[config.mk]
export PLATFORM = sky130hd
export DESIGN_NAME = timer_rd_top
export DESIGN_NICKNAME = d
export VERILOG_FILES = /design/src/rtl/timer_rd_pkg.sv /design/src/rtl/timer_ctrl_dec.sv /design/src/rtl/timer_cnt_elem.sv /design/src/rtl/timer_rd_path.sv /design/src/rtl/timer_rd_top.sv
export SDC_FILE = /design/constraint.sdc
export NUM_CORES = 1
export LEC_CHECK = 0
export BUFFER_PORTS_ARGS = -buffer_cell sky130_fd_sc_hd__buf_2
export CAP_MARGIN = 20
export CORE_UTILIZATION = 63
export DETAILED_ROUTE_END_ITERATION = 7
export PLACE_DENSITY = 0.8
export SLEW_MARGIN = 15
export SYNTH_ARGS = -nofsm -noshare
export SYNTH_HDL_FRONTEND = slang
export SYNTH_SLANG_ARGS = --single-unit
[constraint.sdc]
create_clock -name clk_i -period 3.4 [get_ports clk_i]
set_clock_uncertainty 0.05 [all_clocks]
set_input_delay 0.68 -clock clk_i [delete_from_list [all_inputs] [get_ports clk_i]]
set_output_delay 0.68 -clock clk_i [all_outputs]
set_load 0.01 [all_outputs]
[src/rtl/timer_rd_pkg.sv]
package timer_rd_pkg;
  localparam int unsigned BYTE_W = 8;
  localparam int unsigned CNT_W  = 2 * BYTE_W;
  localparam int unsigned MODE_W = 4;

  typedef enum logic [1:0] {
    RW_LATCH = 2'b00,
    RW_LO    = 2'b01,
    RW_HI    = 2'b10,
    RW_LOHI  = 2'b11
  } rw_e;

  typedef struct packed {
    logic              out;
    logic              null_cnt;
    rw_e               rw;
    logic [MODE_W-1:0] mode;
  } status_t;
endpackage

[src/rtl/timer_ctrl_dec.sv]
module timer_ctrl_dec #(
  parameter int unsigned NUM_CH = 3
) (
  input  logic              wr_i,
  input  logic [7:0]        byte_i,
  output logic [NUM_CH-1:0] mode_wr_o,
  output logic [NUM_CH-1:0] latch_cnt_o,
  output logic [NUM_CH-1:0] latch_st_o
);
  logic readback;
  assign readback = (byte_i[7:6] == 2'b11);

  always_comb begin
    mode_wr_o   = '0;
    latch_cnt_o = '0;
    latch_st_o  = '0;
    if (wr_i) begin
      for (int c = 0; c < NUM_CH; c++) begin
        if (readback) begin
          // mask bit c+1 selects channel c; active-low latch requests
          latch_cnt_o[c] = byte_i[c+1] & ~byte_i[5];
          latch_st_o[c]  = byte_i[c+1] & ~byte_i[4];
        end else if (32'(byte_i[7:6]) == c) begin
          if (byte_i[5:4] == 2'b00) latch_cnt_o[c] = 1'b1;
          else                      mode_wr_o[c]   = 1'b1;
        end
      end
    end
  end
endmodule

[src/rtl/timer_cnt_elem.sv]
module timer_cnt_elem
  import timer_rd_pkg::*;
(
  input  logic              clk_i,
  input  logic              rst_ni,
  input  logic              tick_i,
  input  logic              wr_i,
  input  logic [BYTE_W-1:0] wdata_i,
  input  logic              mode_wr_i,
  input  logic [5:0]        mode_i,
  output logic [CNT_W-1:0]  ce_o,
  output logic              out_o,
  output logic              null_o,
  output logic              pend_o,
  output rw_e               rw_o,
  output logic [MODE_W-1:0] mode_o
);
  logic [CNT_W-1:0]  cr_q, ce_q;
  logic              armed_q, pend_q, null_q, out_q, wtog_q;
  rw_e               rw_q;
  logic [MODE_W-1:0] mode_q;

  always_ff @(posedge clk_i or negedge rst_ni) begin
    if (!rst_ni) begin
      cr_q    <= '0;
      ce_q    <= '0;
      armed_q <= 1'b0;
      pend_q  <= 1'b0;
      null_q  <= 1'b1;
      out_q   <= 1'b1;
      wtog_q  <= 1'b0;
      rw_q    <= RW_LOHI;
      mode_q  <= '0;
    end else if (mode_wr_i) begin
      rw_q    <= rw_e'(mode_i[5:4]);
      mode_q  <= mode_i[MODE_W-1:0];
      wtog_q  <= 1'b0;
      null_q  <= 1'b1;
      pend_q  <= 1'b0;
      armed_q <= 1'b0;
      out_q   <= 1'b1;
    end else if (wr_i) begin
      null_q <= 1'b1;
      case (rw_q)
        RW_LO: begin
          cr_q   <= {{BYTE_W{1'b0}}, wdata_i};
          pend_q <= 1'b1;
        end
        RW_HI: begin
          cr_q   <= {wdata_i, {BYTE_W{1'b0}}};
          pend_q <= 1'b1;
        end
        default: begin
          if (!wtog_q) begin
            cr_q[BYTE_W-1:0] <= wdata_i;
            wtog_q           <= 1'b1;
            pend_q           <= 1'b0;
          end else begin
            cr_q[CNT_W-1:BYTE_W] <= wdata_i;
            wtog_q               <= 1'b0;
            pend_q               <= 1'b1;
          end
        end
      endcase
    end else if (pend_q) begin
      ce_q    <= cr_q;
      armed_q <= 1'b1;
      pend_q  <= 1'b0;
      null_q  <= 1'b0;
      out_q   <= 1'b1;
    end else if (armed_q && tick_i) begin
      if (ce_q == CNT_W'(1)) begin
        ce_q  <= cr_q;
        out_q <= 1'b1;
      end else begin
        ce_q  <= ce_q - CNT_W'(1);
        out_q <= (ce_q != CNT_W'(2));
      end
    end
  end

  assign ce_o   = ce_q;
  assign out_o  = out_q;
  assign null_o = null_q;
  assign pend_o = pend_q;
  assign rw_o   = rw_q;
  assign mode_o = mode_q;
endmodule

[src/rtl/timer_rd_path.sv]
module timer_rd_path
  import timer_rd_pkg::*;
(
  input  logic              clk_i,
  input  logic              rst_ni,
  input  logic              rd_i,
  input  logic              mode_wr_i,
  input  logic              latch_cnt_i,
  input  logic              latch_st_i,
  input  logic [CNT_W-1:0]  ce_i,
  input  status_t           status_i,
  input  rw_e               rw_i,
  output logic [BYTE_W-1:0] rdata_o,
  output logic              cnt_lat_o,
  output logic              st_lat_o,
  output logic [CNT_W-1:0]  hold_o
);
  logic [CNT_W-1:0] hold_q, src;
  logic             cnt_lat_q, st_lat_q, rtog_q, hi_sel, last_byte;
  status_t          st_q;

  assign hi_sel    = (rw_i == RW_HI) || (rw_i == RW_LOHI && rtog_q);
  assign last_byte = (rw_i != RW_LOHI) || rtog_q;
  assign src       = cnt_lat_q ? hold_q : ce_i;

  always_comb begin
    if (st_lat_q)    rdata_o = st_q;
    else if (hi_sel) rdata_o = src[CNT_W-1:BYTE_W];
    else             rdata_o = src[BYTE_W-1:0];
  end

  always_ff @(posedge clk_i or negedge rst_ni) begin
    if (!rst_ni) begin
      hold_q    <= '0;
      cnt_lat_q <= 1'b0;
      st_lat_q  <= 1'b0;
      st_q      <= '0;
      rtog_q    <= 1'b0;
    end else if (mode_wr_i) begin
      cnt_lat_q <= 1'b0;
      st_lat_q  <= 1'b0;
      rtog_q    <= 1'b0;
    end else begin
      if (latch_st_i && !st_lat_q) begin
        st_q     <= status_i;
        st_lat_q <= 1'b1;
      end
      if (latch_cnt_i && !cnt_lat_q) begin
        hold_q    <= ce_i;
        cnt_lat_q <= 1'b1;
      end
      if (rd_i) begin
        if (st_lat_q) begin
          st_lat_q <= 1'b0;
        end else begin
          if (rw_i == RW_LOHI) rtog_q <= ~rtog_q;
          if (cnt_lat_q && last_byte) cnt_lat_q <= 1'b0;
        end
      end
    end
  end

  assign cnt_lat_o = cnt_lat_q;
  assign st_lat_o  = st_lat_q;
  assign hold_o    = hold_q;
endmodule

[src/rtl/timer_rd_top.sv]
module timer_rd_top
  import timer_rd_pkg::*;
#(
  parameter  int unsigned NUM_CH = 3,
  localparam int unsigned AW     = $clog2(NUM_CH + 1)
) (
  input  logic              clk_i,
  input  logic              rst_ni,
  input  logic              wr_en_i,
  input  logic              rd_en_i,
  input  logic [AW-1:0]     addr_i,
  input  logic [BYTE_W-1:0] wdata_i,
  input  logic [NUM_CH-1:0] tick_i,
  output logic [BYTE_W-1:0] rdata_o,
  output logic [NUM_CH-1:0] out_o
);
  logic                           wr_ctrl;
  logic [NUM_CH-1:0]              mode_wr, latch_cnt, latch_st;
  logic [NUM_CH-1:0]              null_w, pend_w, cnt_lat_w, st_lat_w;
  logic [NUM_CH-1:0][CNT_W-1:0]   hold_w;
  logic [NUM_CH-1:0][BYTE_W-1:0]  byte_w;

  assign wr_ctrl = wr_en_i && (addr_i == AW'(NUM_CH));

  timer_ctrl_dec #(.NUM_CH(NUM_CH)) u_dec (
    .wr_i        (wr_ctrl),
    .byte_i      (wdata_i),
    .mode_wr_o   (mode_wr),
    .latch_cnt_o (latch_cnt),
    .latch_st_o  (latch_st)
  );

  for (genvar c = 0; c < NUM_CH; c++) begin : g_ch
    logic              wr_c, rd_c;
    logic [CNT_W-1:0]  ce_c;
    rw_e               rw_c;
    logic [MODE_W-1:0] mode_c;
    status_t           st_c;

    assign wr_c = wr_en_i && (addr_i == AW'(c));
    assign rd_c = rd_en_i && !wr_en_i && (addr_i == AW'(c));
    assign st_c = {out_o[c], null_w[c], rw_c, mode_c};

    timer_cnt_elem u_elem (
      .clk_i     (clk_i),
      .rst_ni    (rst_ni),
      .tick_i    (tick_i[c]),
      .wr_i      (wr_c),
      .wdata_i   (wdata_i),
      .mode_wr_i (mode_wr[c]),
      .mode_i    (wdata_i[5:0]),
      .ce_o      (ce_c),
      .out_o     (out_o[c]),
      .null_o    (null_w[c]),
      .pend_o    (pend_w[c]),
      .rw_o      (rw_c),
      .mode_o    (mode_c)
    );

    timer_rd_path u_rd (
      .clk_i       (clk_i),
      .rst_ni      (rst_ni),
      .rd_i        (rd_c),
      .mode_wr_i   (mode_wr[c]),
      .latch_cnt_i (latch_cnt[c]),
      .latch_st_i  (latch_st[c]),
      .ce_i        (ce_c),
      .status_i    (st_c),
      .rw_i        (rw_c),
      .rdata_o     (byte_w[c]),
      .cnt_lat_o   (cnt_lat_w[c]),
      .st_lat_o    (st_lat_w[c]),
      .hold_o      (hold_w[c])
    );
  end

  always_comb begin
    rdata_o = '0;
    for (int c = 0; c < NUM_CH; c++) begin
      if (addr_i == AW'(c)) rdata_o = byte_w[c];
    end
  end
endmodule

Yosys cells after proc, flatten, opt, wreduce, memory -nomap -nowiden
Index checks and enable logic that the tools add are counted.
W data, S select, Z words.

storage, ports and cells
  register bits after elaboration = 210
  bits of input ports = 17
  output and inout port bits = 11
  logic and storage cells = 349

operators by class
  add/sub/neg operators = 3
  equality and inequality tests = 36
  multiplexer cells = 146
  bitwise gates (word level) = 17
  reduce and logical (&&, ||, !) cells = 93

operators by type and width
  operator                 count
  $mux W16                 12
  $mux W8                  15
  $mux W1                  113
  $pmux W16 S2             3
  $eq A16 B1 Y1 const B    3
  $ne A16 B2 Y1 const B    3
  $sub A16 B1 Y16 const B  3
  $reduce_and A3 Y1        12
  $reduce_and A2 Y1        15
  $reduce_bool A2 Y1       15
  $reduce_bool A3 Y1       9
  $logic_and A1 B1 Y1      23
  $eq A2 B2 Y1 const B     10
  $ne A2 B2 Y1 const B     9
  $not A1 Y1               11
  $eq A2 B1 Y1 const B     5
  $mux W3                  3
  $ne A3 B3 Y1 const B     3
  $logic_not A1 Y1         7
  $and A1 B1 Y1            6
  $logic_not A2 Y1         3
  $logic_or A1 B1 Y1       6
  $ne A2 B1 Y1 const B     3
  $reduce_or A2 Y1         3

Logic depth before layout (Yosys ltp)
  depth in word-level cells = 11
  gate-level depth with buffers = 8
  mapped depth without buffers = 7

Hierarchy
A second synthesis with hierarchy kept.

second synthesis, totals
  cell total of the unflattened synthesis = 1136
  area, all modules = 11649.9 µm²

by module, submodules not included
  module                                instances  cells an instance  area each (µm²)  seq. area each (µm²)
  timer_cnt_elem at g_ch[0].u_elem ...  2          242                2249.7           1081.0
  timer_rd_path                         3          121                1490.2           675.6
  timer_cnt_elem at g_ch[2].u_elem      1          238                2284.7           1081.0
  timer_rd_top                          1          32                 274.0            0.0
  timer_ctrl_dec                        1          19                 121.4            0.0

Worst setup path after synthesis
Ideal clock, no wire load.

  path kind = reg-to-output
  start = register g_ch[1].u_elem.rw_q[0]
  end = output port rdata_o[0]
  arrival = 2200 ps
  data required time = 2670 ps
  path slack = 470 ps
  stages on the path, launching flop included = 8
  buffers on the path = 0
  cell sequence = dfstp_2 inv_1 ha_1 a21oi_2 mux4_2 a221o_1 a21oi_1 a21oi_1

on the way
  word-level cells in the longest chain between the ends = 7
  elaborated cells on any way between the ends = 8
  those cells by class = eq/ne (2); mux (4); reduce/logical (2)

ends and longest elaborated chain
  element                   line                  source
  start: declaration        timer_cnt_elem.sv:20  rw_e rw_q;
  start signal: assignment  timer_cnt_elem.sv:35  rw_q <= rw_e'(mode_i[5:4]);
  $eq A2 B2 Y1              timer_rd_path.sv:22   assign hi_sel = (rw_i == RW_HI) || (rw_i == RW_LOHI && rtog_q);
  $logic_and A1 B1 Y1       timer_rd_path.sv:22
  $logic_or A1 B1 Y1 (*)    timer_rd_path.sv:22
  $mux W8 (*)               timer_rd_path.sv:28   else if (hi_sel) rdata_o = src[CNT_W-1:BYTE_W];
  $mux W8 (*)               timer_rd_path.sv:27   if (st_lat_q) rdata_o = st_q;
  $mux W8 (*) (2 in a row)  timer_rd_top.sv:80    if (addr_i == AW'(c)) rdata_o = byte_w[c];
  end: declaration          timer_rd_top.sv:14    output logic [BYTE_W-1:0] rdata_o,

Every way passes the cells marked *; elsewhere a longest branch is shown, timed or not.

Worst setup path in the final report
  start = register g_ch[1].u_elem.rw_q[0]
  end = output port rdata_o[5]

Same word-level chain as after synthesis.

==> flow_summary.json <==
{
  "status": "finished, violations left",
  "violations": "setup timing",
  "mostFrequentLayoutCells": "dfrtp_1, nand2_1, o21ai_0",
  "critPathTopFamily": "compound AO/OA/AOI/OAI gates",
  "rsz0062_at_grt": "yes",
  "htree_num_levels": 1,
  "path_cells": "inv_2 > ha_4 > a21oi_4 > buf_6 > mux4_2 > a221o_1 > a21oi_2 > a21oi_2 > buf_2",
  "ant_nets": 0,
  "post-route-period-util": 1.04,
  "r2r-end": "g_ch[1].u_elem.ce_o[14]",
  "endpoint_kind": "primary output",
  "yosys_warnings": 0,
  "syn_to_final_growth_pct": 11.6,
  "stdcell_count": 1308,
  "holdBufCountCts": 0,
  "yosysUniqueCellTypes": 75,
  "pwr_density_cell_nw_per_um2": 785,
  "crit_cells": 9,
  "crit_arrival_ns": 2.81,
  "dieArea_sq_um": 18000,
  "worst_path_most_repeated_cell": "a21oi_2",
  "wl_per_cell_um": 21.6,
  "dpl.hpwl_mm": 18.9,
  "synth_seq_cells": 210,
  "portBuffers": 27,
  "io_pins": 28,
  "die_x_um": 134,
  "ys.flop_type": "dfrtp_1",
  "cts-buffers-inserted": 23,
  "synth_top_cell_by_area": "dfrtp_1",
  "p_sw_frac": 0.355,
  "async_flop_share": 1.00,
  "track_usage": 0.323,
  "routed_wl_mm": 28.2,
  "setup_ws_ns": -0.137,
  "critPathSlowestCell": "dfstp_2",
  "fillers": 1178,
  "cpPeakStageDelay_ns": 0.54,
  "root_buffer": "clkbuf_16",
  "drv_cap": 0,
  "place_congestion": 0.921,
  "grt_pass1_wl_mm": 45.0,
  "synthDominantCellAreaShare": 0.451,
  "clock-sinks": 210,
  "relSlewSlack": 0.333,
  "p_sw_uw": 3410,
  "fin_nets": 1109,
  "worst-path-max-fanout": 7,
  "max_clock_freq_ghz": 0.283,
  "required_ns": 2.67,
  "syn_avg_cell_area_sq_um": 10.4,
  "clockPowerShare": 0.262,
  "ys_seq_area_frac": 0.480,
  "drv_slew": 0,
  "worst-path-buf-inv": 3,
  "comb_power_share": 0.284,
  "ir_worst_vdd_mv": 0.508,
  "core_area_sq_um": 16800,
  "multi_input_comb_area_sq_um": 5350,
  "clk_pin_slew_ns": 0.06,
  "syn_inst": 1053,
  "antenna_found_initial": 0,
  "regArea_sq_um": 5270,
  "die_h_um": 134,
  "dp_cells": 1263,
  "seq_power_share": 0.454,
  "cts_tree": "done",
  "clockBufferDepth": 3,
  "grt_pass1_vias": 8215,
  "initial_core_util": 0.653,
  "first_iter_violations": 961,
  "reg2reg_from": "g_ch[1].u_elem.ce_o[12]",
  "viasPerCell": 6.59,
  "clk_latency_ns": 0.52,
  "synth_edf_count": 0,
  "synth_nets": 1088,
  "finish.utilization": 0.729,
  "std_cell_rows": 47,
  "vias": 8622,
  "r2r_setup_slack_ns": 0.86,
  "grt-ovfl-total": 0,
  "total_leakage_power_uw": 0.00560,
  "route.detailed.drc": 0,
  "final_common_cell": "dfrtp_1",
  "worst_pin_slew_ns": 0.995,
  "hold_viol_final": 0,
  "startpoint_type": "flip-flop",
  "setup_viol": 6,
  "min_path_type": "in2async",
  "syn-cell-area_sq_um": 11000,
  "netlist_top_cells_area": "dfrtp_1, mux2_2, mux4_2",
  "drtPass1Iterations": 5,
  "min_period_ns": 3.54,
  "crit_path_start": "g_ch[1].u_elem.rw_o[0]",
  "grt_max_degree": 67,
  "drive_gt1_frac": 0.226,
  "n_antenna_cell": 0,
  "critPathKind": "reg2out",
  "p_int_uw": 6210,
  "r2r_cells": 5
}
-- area by class of cell --
class,count,area share
inverters,36,0.0110
clock buffers,31,0.0543
repair buffers,67,0.0379
flip-flops and latches,210,0.430
clock inverters,8,0.00807
multi-input cells,736,0.436
well taps,220,0.0225
-- synthesized netlist by cell type, types with 19 or more instances --
| cell | number |
|---|---|
| nand3_1 | 45 |
| dfrtp_1 | 198 |
| clkbuf_1 | 38 |
| mux2_1 | 19 |
| nor2_1 | 52 |
| mux2i_1 | 26 |
| nor3_1 | 26 |
| a21oi_1 | 64 |
| nand2_1 | 139 |
| inv_1 | 34 |
| mux2_2 | 61 |
| o21ai_0 | 66 |
| mux4_2 | 24 |
-- registers in the layout, summed over array words and instances (netlist names), 6 cells and up --
name / flops
g_ch.u_elem.ce_o: 48
g_ch.u_elem.cr_q: 48
g_ch.u_rd.hold_o: 48
g_ch.u_rd.st_q: 24
g_ch.u_elem.mode_o: 12
g_ch.u_elem.rw_o: 6
-- layer usage --
layer | routed length (um) | up-vias | GRT usage | part of all wire
li1 | - | 3845 | - | -
met1 | 12000 | 4326 | 0.467 | 0.43
met2 | 13400 | 371 | 0.512 | 0.47
met3 | 1880 | 80 | 0.0438 | 0.067
met4 | 934 | 0 | 0.101 | 0.033
met5 | 0 | - | 0 | 0
-- worst register-to-register path, delay by kind of cell (launching register included) --
kind / cells / cell delay (ns)
and+or+nand+nor: 2 / 0.94
DFF: 1 / 0.49
AOI/OAI and AO/OA: 3 / 0.94
-- power groups by stage --
stage / clock [uW] / combinational [uW] / sequential [uW]
6_report: 2520 / 2730 / 4360
5_1_grt: 2650 / 3010 / 4450
4_1_cts: 2540 / 2660 / 4320
3_5_place_dp: 0 / 2590 / 4350
3_3_place_gp: 0 / 2510 / 4290
2_1_floorplan: 0 / 2110 / 3900
-- cell families (layout without fill, tap and decap cells) --
kind of cell / Yosys count / count (layout) / synth area share
simple gates: 362 / 362 / 0.170
compound gates: 221 / 221 / 0.128
flops: 210 / 210 / 0.480
mux: 130 / 130 / 0.155
buf+inv: 107 / 142 / 0.0425
xor+xnor: 5 / 5 / 0.00399
fa+ha+maj: 18 / 18 / 0.0205
-- repair_timing --
action / CTS / global route
cloned: 0 / 0
endpoints found under the setup margin: 8 / 8
setup buffers: 2 / 3
gates resized for setup: 8 / 10
pin swaps: 4 / 6
-- stage by stage --
step / power (uW) / hold WS (ns) / worst slack [ns] / TNS (ns) / cell area [sq um]
floorplan: 6010 / 0.334 / 0.470 / 0 / 11000
global placement: 6800 / 0.397 / 0.387 / 0 / 11400
detailed placement: 6940 / 0.399 / 0.295 / 0 / 11400
CTS: 9510 / 0.129 / -0.0810 / -0.306 / 12200
global route: 10100 / 0.138 / -0.189 / -0.892 / 12300
finish: 9620 / 0.100 / -0.137 / -0.467 / 12300
-- worst max-delay path by stage --
| stage | to | slack, ns |
|---|---|---|
| after floorplan | rdata_o[0] | 0.47 |
| after global placement | rdata_o[5] | 0.39 |
| after detailed placement | rdata_o[4] | 0.29 |
| after CTS | rdata_o[4] | -0.08 |
| after global routing | rdata_o[5] | -0.19 |
| final | rdata_o[5] | -0.14 |
(Power assumes the default switching activity.)
